**src/rtl/motor_en_pkg.sv**
```systemverilog
package motor_en_pkg;
  typedef struct packed {
    logic mode;
    logic ser_clk;
    logic ser_data;
    logic clr_n;
    logic latch;
    logic gate;
    logic stby;
  } ctl_t;

  // idle pin levels: everything low except gate (masked)
  localparam ctl_t CTL_IDLE = '{mode: 1'b0, ser_clk: 1'b0, ser_data: 1'b0,
                                clr_n: 1'b0, latch: 1'b0, gate: 1'b1, stby: 1'b0};
endpackage

```
**src/rtl/mei_pin_sync.sv**
```systemverilog
module mei_pin_sync
  import motor_en_pkg::*;
#(
  parameter int CH_W = 8
) (
  input  logic            clk_i,
  input  logic            rst_ni,
  input  ctl_t            ctl_i,
  input  logic [CH_W-1:0] par_i,
  output ctl_t            ctl_o,
  output logic [CH_W-1:0] par_o,
  output logic            shift_o,
  output logic            load_o
);
  ctl_t            ctl_q;
  logic [CH_W-1:0] par_q;
  logic            sclk_prev_q, latch_prev_q;

  always_ff @(posedge clk_i or negedge rst_ni) begin
    if (!rst_ni) begin
      ctl_q        <= CTL_IDLE;
      par_q        <= '0;
      sclk_prev_q  <= 1'b0;
      latch_prev_q <= 1'b0;
    end else begin
      ctl_q        <= ctl_i;
      par_q        <= par_i;
      sclk_prev_q  <= ctl_q.ser_clk;
      latch_prev_q <= ctl_q.latch;
    end
  end

  assign ctl_o   = ctl_q;
  assign par_o   = par_q;
  assign shift_o = ctl_q.ser_clk & ~sclk_prev_q;
  assign load_o  = ctl_q.latch & ~latch_prev_q;
endmodule

```
**src/rtl/mei_shift_store.sv**
```systemverilog
module mei_shift_store #(
  parameter int W = 8
) (
  input  logic         clk_i,
  input  logic         rst_ni,
  input  logic         shift_i,
  input  logic         din_i,
  input  logic         load_i,
  input  logic         clr_ni,
  output logic [W-1:0] store_o
);
  logic [W-1:0] sr_q, st_q;

  always_ff @(posedge clk_i or negedge rst_ni) begin
    if (!rst_ni) sr_q <= '0;
    else if (shift_i) sr_q <= {sr_q[W-2:0], din_i};
  end

  // clear has priority over a load in the same cycle
  always_ff @(posedge clk_i or negedge rst_ni) begin
    if (!rst_ni) st_q <= '0;
    else if (!clr_ni) st_q <= '0;
    else if (load_i) st_q <= sr_q;
  end

  assign store_o = st_q;

  assert_clear_R6: assert property (@(posedge clk_i) disable iff (!rst_ni)
    !clr_ni |=> st_q == '0);
  assert_hold_R5: assert property (@(posedge clk_i) disable iff (!rst_ni)
    (clr_ni && !load_i) |=> $stable(st_q));
  assert_sr_hold_R4: assert property (@(posedge clk_i) disable iff (!rst_ni)
    !shift_i |=> $stable(sr_q));
endmodule

```
**src/rtl/mei_out_select.sv**
```systemverilog
module mei_out_select #(
  parameter int NUM_PHASES = 4,
  localparam int CH_W = 2 * NUM_PHASES
) (
  input  logic            clk_i,
  input  logic            rst_ni,
  input  logic            mode_i,
  input  logic            gate_i,
  input  logic            stby_i,
  input  logic [CH_W-1:0] par_i,
  input  logic [CH_W-1:0] store_i,
  output logic [CH_W-1:0] en_o
);
  logic [CH_W-1:0] ch_on;
  logic [CH_W-1:0] en_q;

  for (genvar p = 0; p < NUM_PHASES; p++) begin : g_phase
    for (genvar s = 0; s < 2; s++) begin : g_side
      localparam int IDX = 2 * p + s;
      assign ch_on[IDX] = stby_i & (mode_i ? (~gate_i & store_i[IDX]) : par_i[IDX]);
    end
  end

  always_ff @(posedge clk_i or negedge rst_ni) begin
    if (!rst_ni) en_q <= '0;
    else en_q <= ch_on;
  end

  assign en_o = en_q;

  assert_stby_off_R8: assert property (@(posedge clk_i) disable iff (!rst_ni)
    !stby_i |=> en_o == '0);
  assert_gate_off_R7: assert property (@(posedge clk_i) disable iff (!rst_ni)
    (mode_i && gate_i) |=> en_o == '0);
  assert_par_follow_R2: assert property (@(posedge clk_i) disable iff (!rst_ni)
    (!mode_i && stby_i) |=> en_o == $past(par_i));
endmodule

```
**src/rtl/motor_enable_if.sv**
```systemverilog
module motor_enable_if
  import motor_en_pkg::*;
#(
  parameter int NUM_PHASES = 4,
  localparam int CH_W = 2 * NUM_PHASES
) (
  input  logic            clk_i,
  input  logic            rst_ni,
  input  logic            mode_i,
  input  logic [CH_W-1:0] par_i,
  input  logic            ser_clk_i,
  input  logic            ser_data_i,
  input  logic            clr_ni,
  input  logic            latch_i,
  input  logic            gate_i,
  input  logic            stby_i,
  output logic [CH_W-1:0] enable_o
);
  ctl_t            ctl_in, ctl_q;
  logic [CH_W-1:0] par_q, store;
  logic            shift, load;

  assign ctl_in = '{mode: mode_i, ser_clk: ser_clk_i, ser_data: ser_data_i,
                    clr_n: clr_ni, latch: latch_i, gate: gate_i, stby: stby_i};

  mei_pin_sync #(.CH_W(CH_W)) u_sync (
    .clk_i, .rst_ni, .ctl_i(ctl_in), .par_i,
    .ctl_o(ctl_q), .par_o(par_q), .shift_o(shift), .load_o(load)
  );

  mei_shift_store #(.W(CH_W)) u_store (
    .clk_i, .rst_ni, .shift_i(shift), .din_i(ctl_q.ser_data),
    .load_i(load), .clr_ni(ctl_q.clr_n), .store_o(store)
  );

  mei_out_select #(.NUM_PHASES(NUM_PHASES)) u_out (
    .clk_i, .rst_ni, .mode_i(ctl_q.mode), .gate_i(ctl_q.gate),
    .stby_i(ctl_q.stby), .par_i(par_q), .store_i(store), .en_o(enable_o)
  );

  assert_rst_idle_R1: assert property (@(posedge clk_i) disable iff (!rst_ni)
    $rose(rst_ni) |-> enable_o == '0);
endmodule

```
**config.mk**
```make
export PLATFORM = sky130hd
export DESIGN_NAME = motor_enable_if
export DESIGN_NICKNAME = d
export VERILOG_FILES = /design/src/rtl/motor_en_pkg.sv /design/src/rtl/mei_pin_sync.sv /design/src/rtl/mei_shift_store.sv /design/src/rtl/mei_out_select.sv /design/src/rtl/motor_enable_if.sv
export SDC_FILE = /design/constraint.sdc
export NUM_CORES = 1
export LEC_CHECK = 0
export BUFFER_PORTS_ARGS = -buffer_cell sky130_fd_sc_hd__buf_2
export CAP_MARGIN = 20
export CORE_UTILIZATION = 56
export CTS_BUF_LIST = sky130_fd_sc_hd__clkbuf_4 sky130_fd_sc_hd__clkbuf_8
export DETAILED_ROUTE_END_ITERATION = 6
export GPL_TIMING_DRIVEN = 1
export HOLD_SLACK_MARGIN = 0.1
export PLACE_DENSITY_LB_ADDON = 0.08
export SLEW_MARGIN = 5
export SYNTH_ARGS = -nofsm -noshare
export SYNTH_HDL_FRONTEND = slang
export SYNTH_HIERARCHICAL = 1
export SYNTH_SLANG_ARGS = --single-unit
```
**constraint.sdc**
```tcl
create_clock -name clk_i -period 1.4 [get_ports clk_i]
set_input_delay 0.07 -clock clk_i [delete_from_list [all_inputs] [get_ports clk_i]]
set_output_delay 0.07 -clock clk_i [all_outputs]
set_load 0.01 [all_outputs]
```
Yosys cells after proc, flatten, opt, wreduce, memory -nomap -nowiden
Cells that the tools add are included.
{"block": "word_totals", "ff_bits": 41, "latch_bits": 0, "mem_bits_rw": 0, "rom_bits": 0, "inputBits": 17, "output_inout_bits": 8, "elab_cells": 45, "n_memories": 0}
{"block": "op_classes", "addsub": 0, "multipliers": 0, "div": 0, "n_lt_le_gt_ge": 0, "n_eq_ne": 1, "n_shift": 0, "muxes": 10, "bitwise": 21, "n_reduce_logical": 0}
{"operator": "bitwise AND 1 bit", "n": 18}
{"operator": "2-to-1 mux 8 bit", "n": 2}
{"operator": "2-to-1 mux 1 bit", "n": 8}
{"operator": "NOT 1 bit", "n": 3}
{"operator": "inequality test 2 bit (second input constant)", "n": 1}

Logic depth before layout (Yosys ltp)
Gate-level depths: netlist of run 1.
{"block": "depth", "depth_word": 4, "mapped_depth": 4, "ltp_nobuf": 3}

By module
Netlist of run 1, hierarchy kept.
{"module": "mei_shift_store", "n_inst": 1, "cells_per_inst": 42, "area_per_inst_um2": 673.1, "seq_area_each_um2": 400.4}
{"module": "mei_pin_sync", "n_inst": 1, "cells_per_inst": 19, "area_per_inst_um2": 454.2, "seq_area_each_um2": 426.7}
{"module": "mei_out_select", "n_inst": 1, "cells_per_inst": 23, "area_per_inst_um2": 317.8, "seq_area_each_um2": 200.2}

Worst setup path before layout of run 1
Ideal clock, no wire load.
{"block": "synth_path", "path_type": "reg2reg", "start": "register u_sync.sclk_prev_q", "end": "register u_store.sr_q[0]", "setup_ps": 125, "arrival_time_ps": 914, "required_time_ps": 1275, "slack_ps": 361, "stages_incl_launch_ff": 4, "n_path_buf": 1, "period_less_slack_ps": 1039, "cell_sequence": "dfrtp_1 nor2b_4 buf_6 mux2_4"}
{"block": "synth_between", "elab_chain_len": 2}
{"item": "start: declaration", "line": "mei_pin_sync.sv:17", "source": "logic sclk_prev_q, latch_prev_q;"}
{"item": "start signal: assignment", "line": "mei_pin_sync.sv:28", "source": "sclk_prev_q <= ctl_q.ser_clk;"}
{"item": "NOT 1 bit", "line": "mei_pin_sync.sv:35", "source": "assign shift_o = ctl_q.ser_clk & ~sclk_prev_q;"}
{"item": "bitwise AND 1 bit", "line": "mei_pin_sync.sv:35"}
{"item": "via shift", "line": "motor_enable_if.sv:21", "source": "logic shift, load;"}
{"item": "end signal: assignment", "line": "mei_shift_store.sv:16", "source": "else if (shift_i) sr_q <= {sr_q[W-2:0], din_i};"}
{"item": "end: declaration", "line": "mei_shift_store.sv:12", "source": "logic [W-1:0] sr_q, st_q;"}
The timed path passes the listed nets, and every way through them passes these cells.
A chain may end at the register's enable or synchronous reset.

Worst setup path after layout of run 1
{"block": "layout_path", "start": "register, netlist name u_sync/ctl_o[0]", "end": "register u_out.en_q[0] (netlist: u_out/en_o[0])"}
{"block": "layout_between", "elab_chain_len": 1}
{"item": "bitwise AND 1 bit", "line": "mei_out_select.sv:20", "source": "assign ch_on[IDX] = stby_i & (mode_i ? (~gate_i & store_i[IDX]) : par_i[IDX]);"}
{"item": "via u_out.ch_on[0]", "line": "mei_out_select.sv:14", "source": "logic [CH_W-1:0] ch_on;"}
{"item": "end signal: assignment", "line": "mei_out_select.sv:26", "source": "else en_q <= ch_on;"}
{"item": "end: declaration", "line": "mei_out_select.sv:15", "source": "logic [CH_W-1:0] en_q;"}
The timed path passes the listed nets, and every way through them passes these cells.

==> results of run 1 <==
==> layout make-up <==
class / count / area [µm²] / area share (%)
sequential: 41 / 1030 / 56.8
multi-input combinational: 38 / 378 / 20.9
timing repair buffer: 42 / 308 / 17.0
clock buffer: 7 / 58.8 / 3.25
tap: 30 / 37.5 / 2.07
==> worst max-delay path by stage <==
stage,from,end,cells past startpoint
finish,u_sync/ctl_o[0],u_out/en_o[0],2
global route,u_sync/ctl_o[0],u_out/en_o[0],2
CTS,u_sync/ctl_o[5],u_store/sr_q[1],2
detailed placement,u_sync/ctl_o[5],u_store/sr_q[1],2
global placement,u_sync/sclk_prev_q,u_store/sr_q[4],2
floorplan,u_sync/sclk_prev_q,u_store/sr_q[0],3
==> Yosys cell counts <==
cell type | number | area, µm²
buf_2 | 2 | 10.0
mux2_4 | 8 | 120
mux2i_1 | 8 | 80.1
buf_4 | 1 | 7.51
nand2_1 | 1 | 3.75
a32o_1 | 7 | 70.1
dfrtp_1 | 40 | 1000
nand4b_1 | 1 | 8.76
o21ai_1 | 1 | 5.00
nor2b_1 | 10 | 62.6
dfstp_2 | 1 | 26.3
nor2b_4 | 2 | 27.5
buf_6 | 2 | 22.5
==> kinds of logic (layout without fill, tap and decap cells) <==
| kind of cell | after synthesis | in the layout | synth area share, % |
|---|---|---|---|
| compound gates | 8 | 8 | 5.19 |
| buf+inv | 5 | 49 | 2.77 |
| flops | 41 | 41 | 71.1 |
| mux | 16 | 16 | 13.9 |
| simple gates | 14 | 14 | 7.10 |
==> state kept, by name, summed over array words and instances (netlist names) <==
signal	cells
u_sync/sclk_prev_q	1
u_sync/par_o	8
u_store/store_o	8
u_sync/ctl_o	7
u_store/sr_q	8
u_out/en_o	8
u_sync/latch_prev_q	1
==> layer usage <==
metal / up-vias / part of all wire [%]
met5: - / 0
met4: 0 / 3.2
met3: 7 / 4.9
met2: 30 / 46
met1: 385 / 46
li1: 380 / -
==> stage by stage <==
stage	power [mW]	hold slack (ps)	utilization (%)	setup slack, ps
after CTS	2.41	201	73.7	245
after detailed placement	1.77	47.4	64.8	262
after global routing	2.49	230	73.7	146
after global placement	1.75	45.0	64.8	291
final	2.39	202	73.7	210
after floorplan	1.66	-226	-	361
==> where the power goes <==
part	leakage [nW]	internal (mW)	switching [mW]
Sequential	0.509	1.34	0.112
Clock	0.0348	0.257	0.351
Combinational	0.323	0.228	0.103
Total	0.867	1.82	0.566
==> layout by cell type, fill, tap and decap left out <==
cell type      count
clkbuf_8           1
mux2_4             8
nand4b_1           1
mux2i_1            8
buf_4              1
nor2b_4            2
dlygate4sd3_1     16
nand2_1            1
dfstp_2            1
a32o_1             7
buf_12             1
dfrtp_1           40
clkbuf_4           6
buf_2             24
o21ai_1            1
nor2b_1           10
==> what timing repair did <==
action,4_1_cts,5_1_grt
resized for setup,0,0
endpoints found under the hold margin,55,0
hold buffers,16,0
==> metrics.txt, run 1 <==
delay-heaviest family, CP=simple AND/OR/NAND/NOR gates; Port Buffers=24; synthesized net count=101; R2R setup slack=210 ps; Max-cap violations=0; final wirelength=2250 µm; final clock skew=3.43 ps; kind of critical path=reg -> reg; worst path bufs/invs=0; Nets=145; Power Density=1320 mW/mm²; crit-path cells=nor2b_1 -> a32o_1; DR vias/cell=5.08; CTS Buffer Depth=2; TritonCTS buffer count=5; required time of the worst setup path=1690 ps; Worst Hold Class=in -> async; Syn Area/Cell=17.2 µm²; DR iter-0 viols=7; total die area=0.00279 mm²; Die W=52.8 µm; Peak Freq=0.840 GHz; Num Clock Sinks=41; Netlist cell types=13; slew margin rel.=63.2%; Synth warnings=6; Initial DRT Pass Iterations=4; final cell count without fillers=158; Tmin final=1190 ps; Seq/Total Area, Yosys=71.1%; Clock Latency Late Sink=350 ps; critical path peak fanout=7; outcome=finished, final reports clean; worst r2r src=u_sync/ctl_o[0]; startpoint types=register; vias in the first global route=762; TritonCTS clock tree=done; total gr overflow=0; first-pass GRT wire length=3570 µm; reg-to-reg endpoint=u_out/en_o[0]; HPWL after DPL=1400 µm; largest net degree at the start of global routing=22; flops & latches, synth=41; post-route DRC violation count=0; antenna violations before repair=0; dpl cells=135; Reg clk slew, reported paths=110 ps; core area=0.00245 mm²; worst-margin pin slew=550 ps; All-Layer GR Usage=19.5%; worst reg2reg path depth=2; Pleak=0.867 nW; # setup viols final=0; H-tree depth=2; Post-Syn Area=0.00145 mm²; Rows=18; RSZ-0062 raised after global routing=no; setup TNS=0 ps; peak supply drop=0.000906 V; post-route ant nets=0; global routing's busiest layer=met2; Ports=25; CP max stage delay=480 ps; via count=802; met2 Use GR=27.4%; drt wl/cell=14.3 µm; clk root buf=clkbuf_4; Antenna diodes=0; fraction of layout cells with a size suffix above 1=34.4%; Critical Path Sink Type=register; met1 Resource Use GR=25.0%; Die Ht=52.8 µm; Post-Synthesis Cells=84; pins over their slew limit=0; fin crit share=85.0%; crit path DAT=1480 ps; Initial Utilization=58.9%; area post-placement=0.00159 mm²; RD Place Congestion=0.666; design area=0.00181 mm²; setup bufs post-CTS=0; area grow syn2layout=25.2%; fillers=160; slowest CP cell=nor2b_1; final hold vios=0; met3 GRT Util=6.09%
No activity file was read; power rests on OpenSTA's default activity.
==> run 2: changes to the inputs <==
--- a/config.mk
+++ b/config.mk
@@ -5,10 +5,12 @@
 export SDC_FILE = /design/constraint.sdc
 export NUM_CORES = 1
 export LEC_CHECK = 0
+export ABC_CLOCK_PERIOD_IN_PS = 1300
 export BUFFER_PORTS_ARGS = -buffer_cell sky130_fd_sc_hd__buf_2
 export CAP_MARGIN = 20
 export CORE_UTILIZATION = 56
 export CTS_BUF_LIST = sky130_fd_sc_hd__clkbuf_4 sky130_fd_sc_hd__clkbuf_8
+export CTS_CLUSTER_DIAMETER = 150
 export DETAILED_ROUTE_END_ITERATION = 6
 export GPL_TIMING_DRIVEN = 1
 export HOLD_SLACK_MARGIN = 0.1
==> constraint.sdc (replaced) <==
create_clock -name clk_i -period 1.3 [get_ports clk_i]
set_input_delay 0.065 -clock clk_i [delete_from_list [all_inputs] [get_ports clk_i]]
set_output_delay 0.065 -clock clk_i [all_outputs]
set_load 0.01 [all_outputs]
==> run 2 against run 1 <==
  * Wire length up 7.9%
  * Sequential power up 8%
  * Register-to-register slack worse by 60 ps
  * Clock power up 42%
  * Critical path type unchanged
  * Flip-flop and latch count unchanged
==> metrics.txt, run 2 (same netlist as run 1, synthesis figures left out) <==
outcome=finished, final reports clean; crit path DAT=1390 ps; Rows=18; Die Ht=52.8 µm; worst reg2reg path depth=2; Critical Path Sink Type=register; crit-path cells=nor2b_4 -> mux2_4; met1 Resource Use GR=26.5%; peak supply drop=0.00116 V; area grow syn2layout=27.8%; design area=0.00185 mm²; TritonCTS buffer count=5; CTS Buffer Depth=2; Max-cap violations=0; delay-heaviest family, CP=flip-flops; core area=0.00245 mm²; worst-margin pin slew=391 ps; Clock Latency Late Sink=330 ps; antenna violations before repair=0; TritonCTS clock tree=done; total gr overflow=0; Worst Hold Class=in -> async; RSZ-0062 raised after global routing=no; Initial DRT Pass Iterations=4; DR iter-0 viols=14; Ports=25; fraction of layout cells with a size suffix above 1=35.4%; CP max stage delay=420 ps; R2R setup slack=150 ps; pins over their slew limit=0; met3 GRT Util=6.09%; H-tree depth=2; Critical Path Sink=u_store/sr_q[0]; number of cells on the critical path=2; Tmin final=1150 ps; HPWL after DPL=1530 µm; Port Buffers=24; worst setup margin=145 ps; Multi-input gate area=378 µm²; Initial Utilization=58.9%; Nets=146; vias in the first global route=797; Num Clock Sinks=41; fillers=155; post-route DRC violation count=0; slew margin rel.=73.9%; Antenna diodes=0; Setup WS pre-CTS=165 ps; global routing's busiest layer=met2; Pwr Total=2.79 mW; worst r2r src=u_sync/sclk_prev_q; final clock skew=5.79 ps; first-pass GRT wire length=3840 µm; commonest cells after routing, fill and taps aside=40 x dfrtp_1, 24 x buf_2, 16 x dlygate4sd3_1; Reg clk slew, reported paths=120 ps; All-Layer GR Usage=20.6%; setup TNS=0 ps; setup bufs post-CTS=0; reg-to-reg endpoint=u_store/sr_q[0]; RD Place Congestion=0.661; required time of the worst setup path=1530 ps; dpl cells=136; final hold vios=0; DR vias/cell=5.09; Pleak=0.887 nW; largest net degree at the start of global routing=26; Power Density=1510 mW/mm²; area post-placement=0.00160 mm²; Peak Freq=0.866 GHz; Seq. cell area=0.00103 mm²; post-route ant nets=0; Die W=52.8 µm; clk root buf=clkbuf_4; critical path peak fanout=8; fin crit share=88.8%; final wirelength=2430 µm; most common cell after layout, fill and taps aside=dfrtp_1; drt wl/cell=15.2 µm; # setup viols final=0; met2 Use GR=31.4%; kind of critical path=reg -> reg; Crit. Startpoint=u_sync/sclk_prev_q; total die area=0.00279 mm²; final cell count without fillers=160; worst path bufs/invs=0; startpoint types=register; via count=815; slowest CP cell=dfrtp_1
-- run 2: changes by cell type in the layout (fill, tap and decap cells not counted), sizes merged --
cell | previous run | this run
buf | 26 | 27
bufinv | 0 | 1
-- run 2: worst min-delay path by stage --
| stage | slack [ps] | from | cells after the start | end |
|---|---|---|---|---|
| after global routing | 210 | rst_ni | 2 | u_sync/ctl_o[6] |
| final | 180 | rst_ni | 2 | u_out/en_o[2] |
| after floorplan | -230 | rst_ni | 0 | u_out/en_o[0] |
| after global placement | 2 | rst_ni | 1 | u_sync/ctl_o[6] |
| after CTS | 180 | rst_ni | 2 | u_out/en_o[2] |
| after detailed placement | 6 | rst_ni | 1 | u_sync/ctl_o[6] |
-- run 2: final cells by class --
cell class / instances / share of cell area (%)
Multi-Input combinational cell: 38 / 20.5
Tap cell: 30 / 2.03
Sequential cell: 41 / 55.6
Clock inverter: 1 / 1.63
Clock buffer: 7 / 3.18
Timing Repair Buffer: 43 / 17.1
-- run 2: report_power, final --
group          switching, mW  total (mW)  internal [mW]
Clock                  0.380       0.861          0.480
Combinational          0.112       0.360          0.247
Sequential             0.132        1.57           1.44
-- run 2: repair_timing --
| action | in CTS | in global routing |
|---|---|---|
| hold buffers | 16 | 0 |
| gates resized for setup | 0 | 0 |
| hold endpoints to repair | 55 | 0 |
-- run 2: per-layer routing --
layer	up-vias	share of wire, %
met2	23	48
met5	-	0
li1	381	-
met3	7	4.7
met4	0	1.9
met1	404	45
-- run 2: stage by stage --
stage	utilization, %	hold slack (ps)
3_3_place_gp	65.1	1.87
5_1_grt	75.2	214
4_1_cts	75.2	176
2_1_floorplan	-	-231
6_report	75.2	178
3_5_place_dp	65.1	5.51
==> run 3: changes to the inputs <==
--- a/config.mk
+++ b/config.mk
@@ -5,7 +5,8 @@
 export SDC_FILE = /design/constraint.sdc
 export NUM_CORES = 1
 export LEC_CHECK = 0
-export ABC_CLOCK_PERIOD_IN_PS = 1300
+export ABC_AREA = 1
+export ABC_CLOCK_PERIOD_IN_PS = 1100
 export BUFFER_PORTS_ARGS = -buffer_cell sky130_fd_sc_hd__buf_2
 export CAP_MARGIN = 20
 export CORE_UTILIZATION = 56
==> constraint.sdc (replaced) <==
create_clock -name clk_i -period 1.1 [get_ports clk_i]
set_input_delay 0.055 -clock clk_i [delete_from_list [all_inputs] [get_ports clk_i]]
set_output_delay 0.055 -clock clk_i [all_outputs]
set_load 0.01 [all_outputs]
==> run 3 against run 2 <==
  * Register-to-register slack worse by 40 ps
  * Sequential power is 8% higher
  * Clock power is 13% lower
  * First-iteration DRC count is 64% higher
  * Cell count is 24% higher
  * Core utilization is 2.1 points higher
  * Synthesized cell count is 50% higher
  * Non-clock buffer count stayed put
  * Flip-flop and latch count stayed put
  * Final area is 3.0% lower
  * Largest cell class unchanged
  * Highest routed layer unchanged
==> metrics.txt, run 3 <==
Max-cap violations=0; critical path peak fanout=9; Main synth FF type=dfrtp_1; Switch Pwr=0.628 mW; global routing's busiest layer=met2; Post-Synthesis Cells=126; sequential share of power=63.0%; reg-to-reg endpoint=u_out/en_o[7]; synthesized net count=143; antenna violations before repair=0; Peak Freq=1.01 GHz; Nets=188; via count=998; design area=0.00179 mm²; clock power share=27.9%; worst r2r src=u_sync/ctl_o[6]; largest net degree at the start of global routing=25; crit path DAT=1250 ps; clk root buf=clkbuf_4; final hold vios=0; met3 GRT Util=6.09%; startpoint types=register; Switching Share=23.3%; Netlist cell types=11; CTS Buffer Depth=2; Initial Utilization=61.8%; worst path bufs/invs=1; number of flops mapped to enable cells by yosys=0; core area=0.00232 mm²; RSZ-0062 raised after global routing=no; Reg clk slew, reported paths=110 ps; kind of critical path=reg -> reg; final wirelength=2520 µm; first-pass GRT wire length=4080 µm; Initial DRT Pass Iterations=4; Post-synth top cells=40 x dfrtp_1, 24 x nand2_1, 24 x nand3_1, 12 x inv_1; RD Place Congestion=0.766; area grow syn2layout=25.1%; setup TNS=0 ps; worst reg2reg path depth=3; Worst Hold Class=in -> async; Critical Path Sink Type=register; H-tree depth=2; post-route DRC violation count=0; crit-path cells=inv_2 -> nand2_1 -> a21oi_1; post-route ant nets=0; DR iter-0 viols=23; Seq/Total Area, Yosys=71.7%; Post-Syn Area=0.00143 mm²; Num Clock Sinks=41; Synth warnings=6; peak supply drop=0.00110 V; most common cell in the synthesized netlist=dfrtp_1; Port Buffers=24; TritonCTS clock tree=done; Syn Area/Cell=11.4 µm²; CP max stage delay=500 ps; outcome=finished, final reports clean; Rows=17; TritonCTS buffer count=5; Pleak=0.911 nW; HPWL after DPL=1610 µm; worst-margin pin slew=451 ps; ys async rst share=100%; fillers=159; Ports=25; Clock Latency Late Sink=320 ps; All-Layer GR Usage=21.8%; DR vias/cell=5.02; pins over their slew limit=0; drt wl/cell=12.7 µm; vias in the first global route=916; delay-heaviest family, CP=flip-flops; met1 Resource Use GR=27.2%; Antenna diodes=0; total die area=0.00276 mm²; Pint=2.06 mW; total gr overflow=0; slew margin rel.=69.9%; Synth top area share=69.9%; Power Density=1500 mW/mm²; fraction of layout cells with a size suffix above 1=22.8%; most common cell after layout, fill and taps aside=dfrtp_1; met2 Use GR=34.8%; commonest cells after routing, fill and taps aside=40 x dfrtp_1, 24 x buf_2, 24 x nand3_1, 24 x nand2_1, 16 x dlygate4sd3_1; final clock skew=3.39 ps; cell accounting for the most synthesized area=dfrtp_1; # setup viols final=0; fin crit share=90.4%; Seq. cell area=0.00103 mm²; area post-placement=0.00157 mm²; Multi-input gate area=303 µm²; number of gates resized after CTS=0; Comb power frac=9.1%; R2R setup slack=110 ps; top cells by area, synth=dfrtp_1 70%, nand3_1 8.4%, nand2_1 6.3%; Die Ht=52.6 µm; flops & latches, synth=41; Die W=52.6 µm; slowest CP cell=dfrtp_1; required time of the worst setup path=1350 ps; Tmin final=994 ps
==> run 3: changes by cell type after synthesis, moves of 7 or more <==
cell | before | now
inv_1 | 0 | 12
nand2_1 | 1 | 24
mux2_4 | 8 | 0
nand3_1 | 0 | 24
a32o_1 | 7 | 0
a21oi_1 | 0 | 8
mux2i_1 | 8 | 0
nor2b_1 | 10 | 0
o21ai_0 | 0 | 8
==> run 3: how the worst max path moves through the flow <==
stage	startpoint	cells after the start	endpoint	slack (ps)
floorplan	u_sync/latch_prev_q	5	u_store/store_o[0]	200
global placement	u_sync/ctl_o[6]	3	u_out/en_o[2]	180
detailed placement	u_sync/ctl_o[6]	3	u_out/en_o[5]	140
CTS	u_sync/ctl_o[6]	3	u_out/en_o[5]	120
global route	u_sync/ctl_o[6]	3	u_out/en_o[7]	40
finish	u_sync/ctl_o[6]	3	u_out/en_o[7]	110
==> run 3: what timing repair did <==
action / in CTS / in global routing
hold buffers: 16 / 0
buffers inserted: 0 / 0
hold endpoints to repair: 56 / 0
==> run 3: layout make-up <==
cell class / instances / share of cell area [%]
tap: 28 / 1.96
timing repair buffer: 43 / 17.6
inverter: 14 / 2.93
clock buffer: 7 / 3.28
multi-input combinational: 66 / 16.9
sequential: 41 / 57.3
==> run 3: through the flow <==
stage / hold WS (ps) / cells / util [%] / power [mW] / worst slack [ps]
2_1_floorplan: -241 / 126 / - / 1.82 / 197
3_3_place_gp: -1.96 / 176 / 67.8 / 1.92 / 175
3_5_place_dp: 7.85 / 176 / 67.8 / 1.93 / 141
4_1_cts: 188 / 199 / 77.3 / 2.72 / 117
5_1_grt: 198 / 199 / 77.3 / 2.83 / 38.0
6_report: 174 / 199 / 77.3 / 2.69 / 106
==> run 3: cells by family (layout without fill, tap and decap cells) <==
logic type             Yosys count  in the layout  synth area share [%]
AOI/OAI and AO/OA               16             16                  5.59
DFF                             41             41                  71.7
buffers and inverters           19             64                  7.16
and+or+nand+nor                 50             50                  15.5
==> run 3: worst register-to-register path, stage by stage (launching register included) <==
cell and delay (ps):
dfrtp_1 500, inv_2 180, nand2_1 80, a21oi_1 160
==> run 3: layer usage <==
layer  share of wire [%]  wire [µm]
met2                  50       1250
met4                 1.6         40
met3                 4.5        114
met1                  44       1110
met5                   0          0
==> run 3: power by group through the flow <==
| stage | Clock (mW) | Sequential (mW) | Combinational, mW |
|---|---|---|---|
| floorplan | 0 | 1.70 | 0.119 |
| global placement | 0 | 1.72 | 0.194 |
| detailed placement | 0 | 1.73 | 0.202 |
| CTS | 0.775 | 1.70 | 0.247 |
| global route | 0.835 | 1.71 | 0.280 |
| finish | 0.751 | 1.70 | 0.245 |
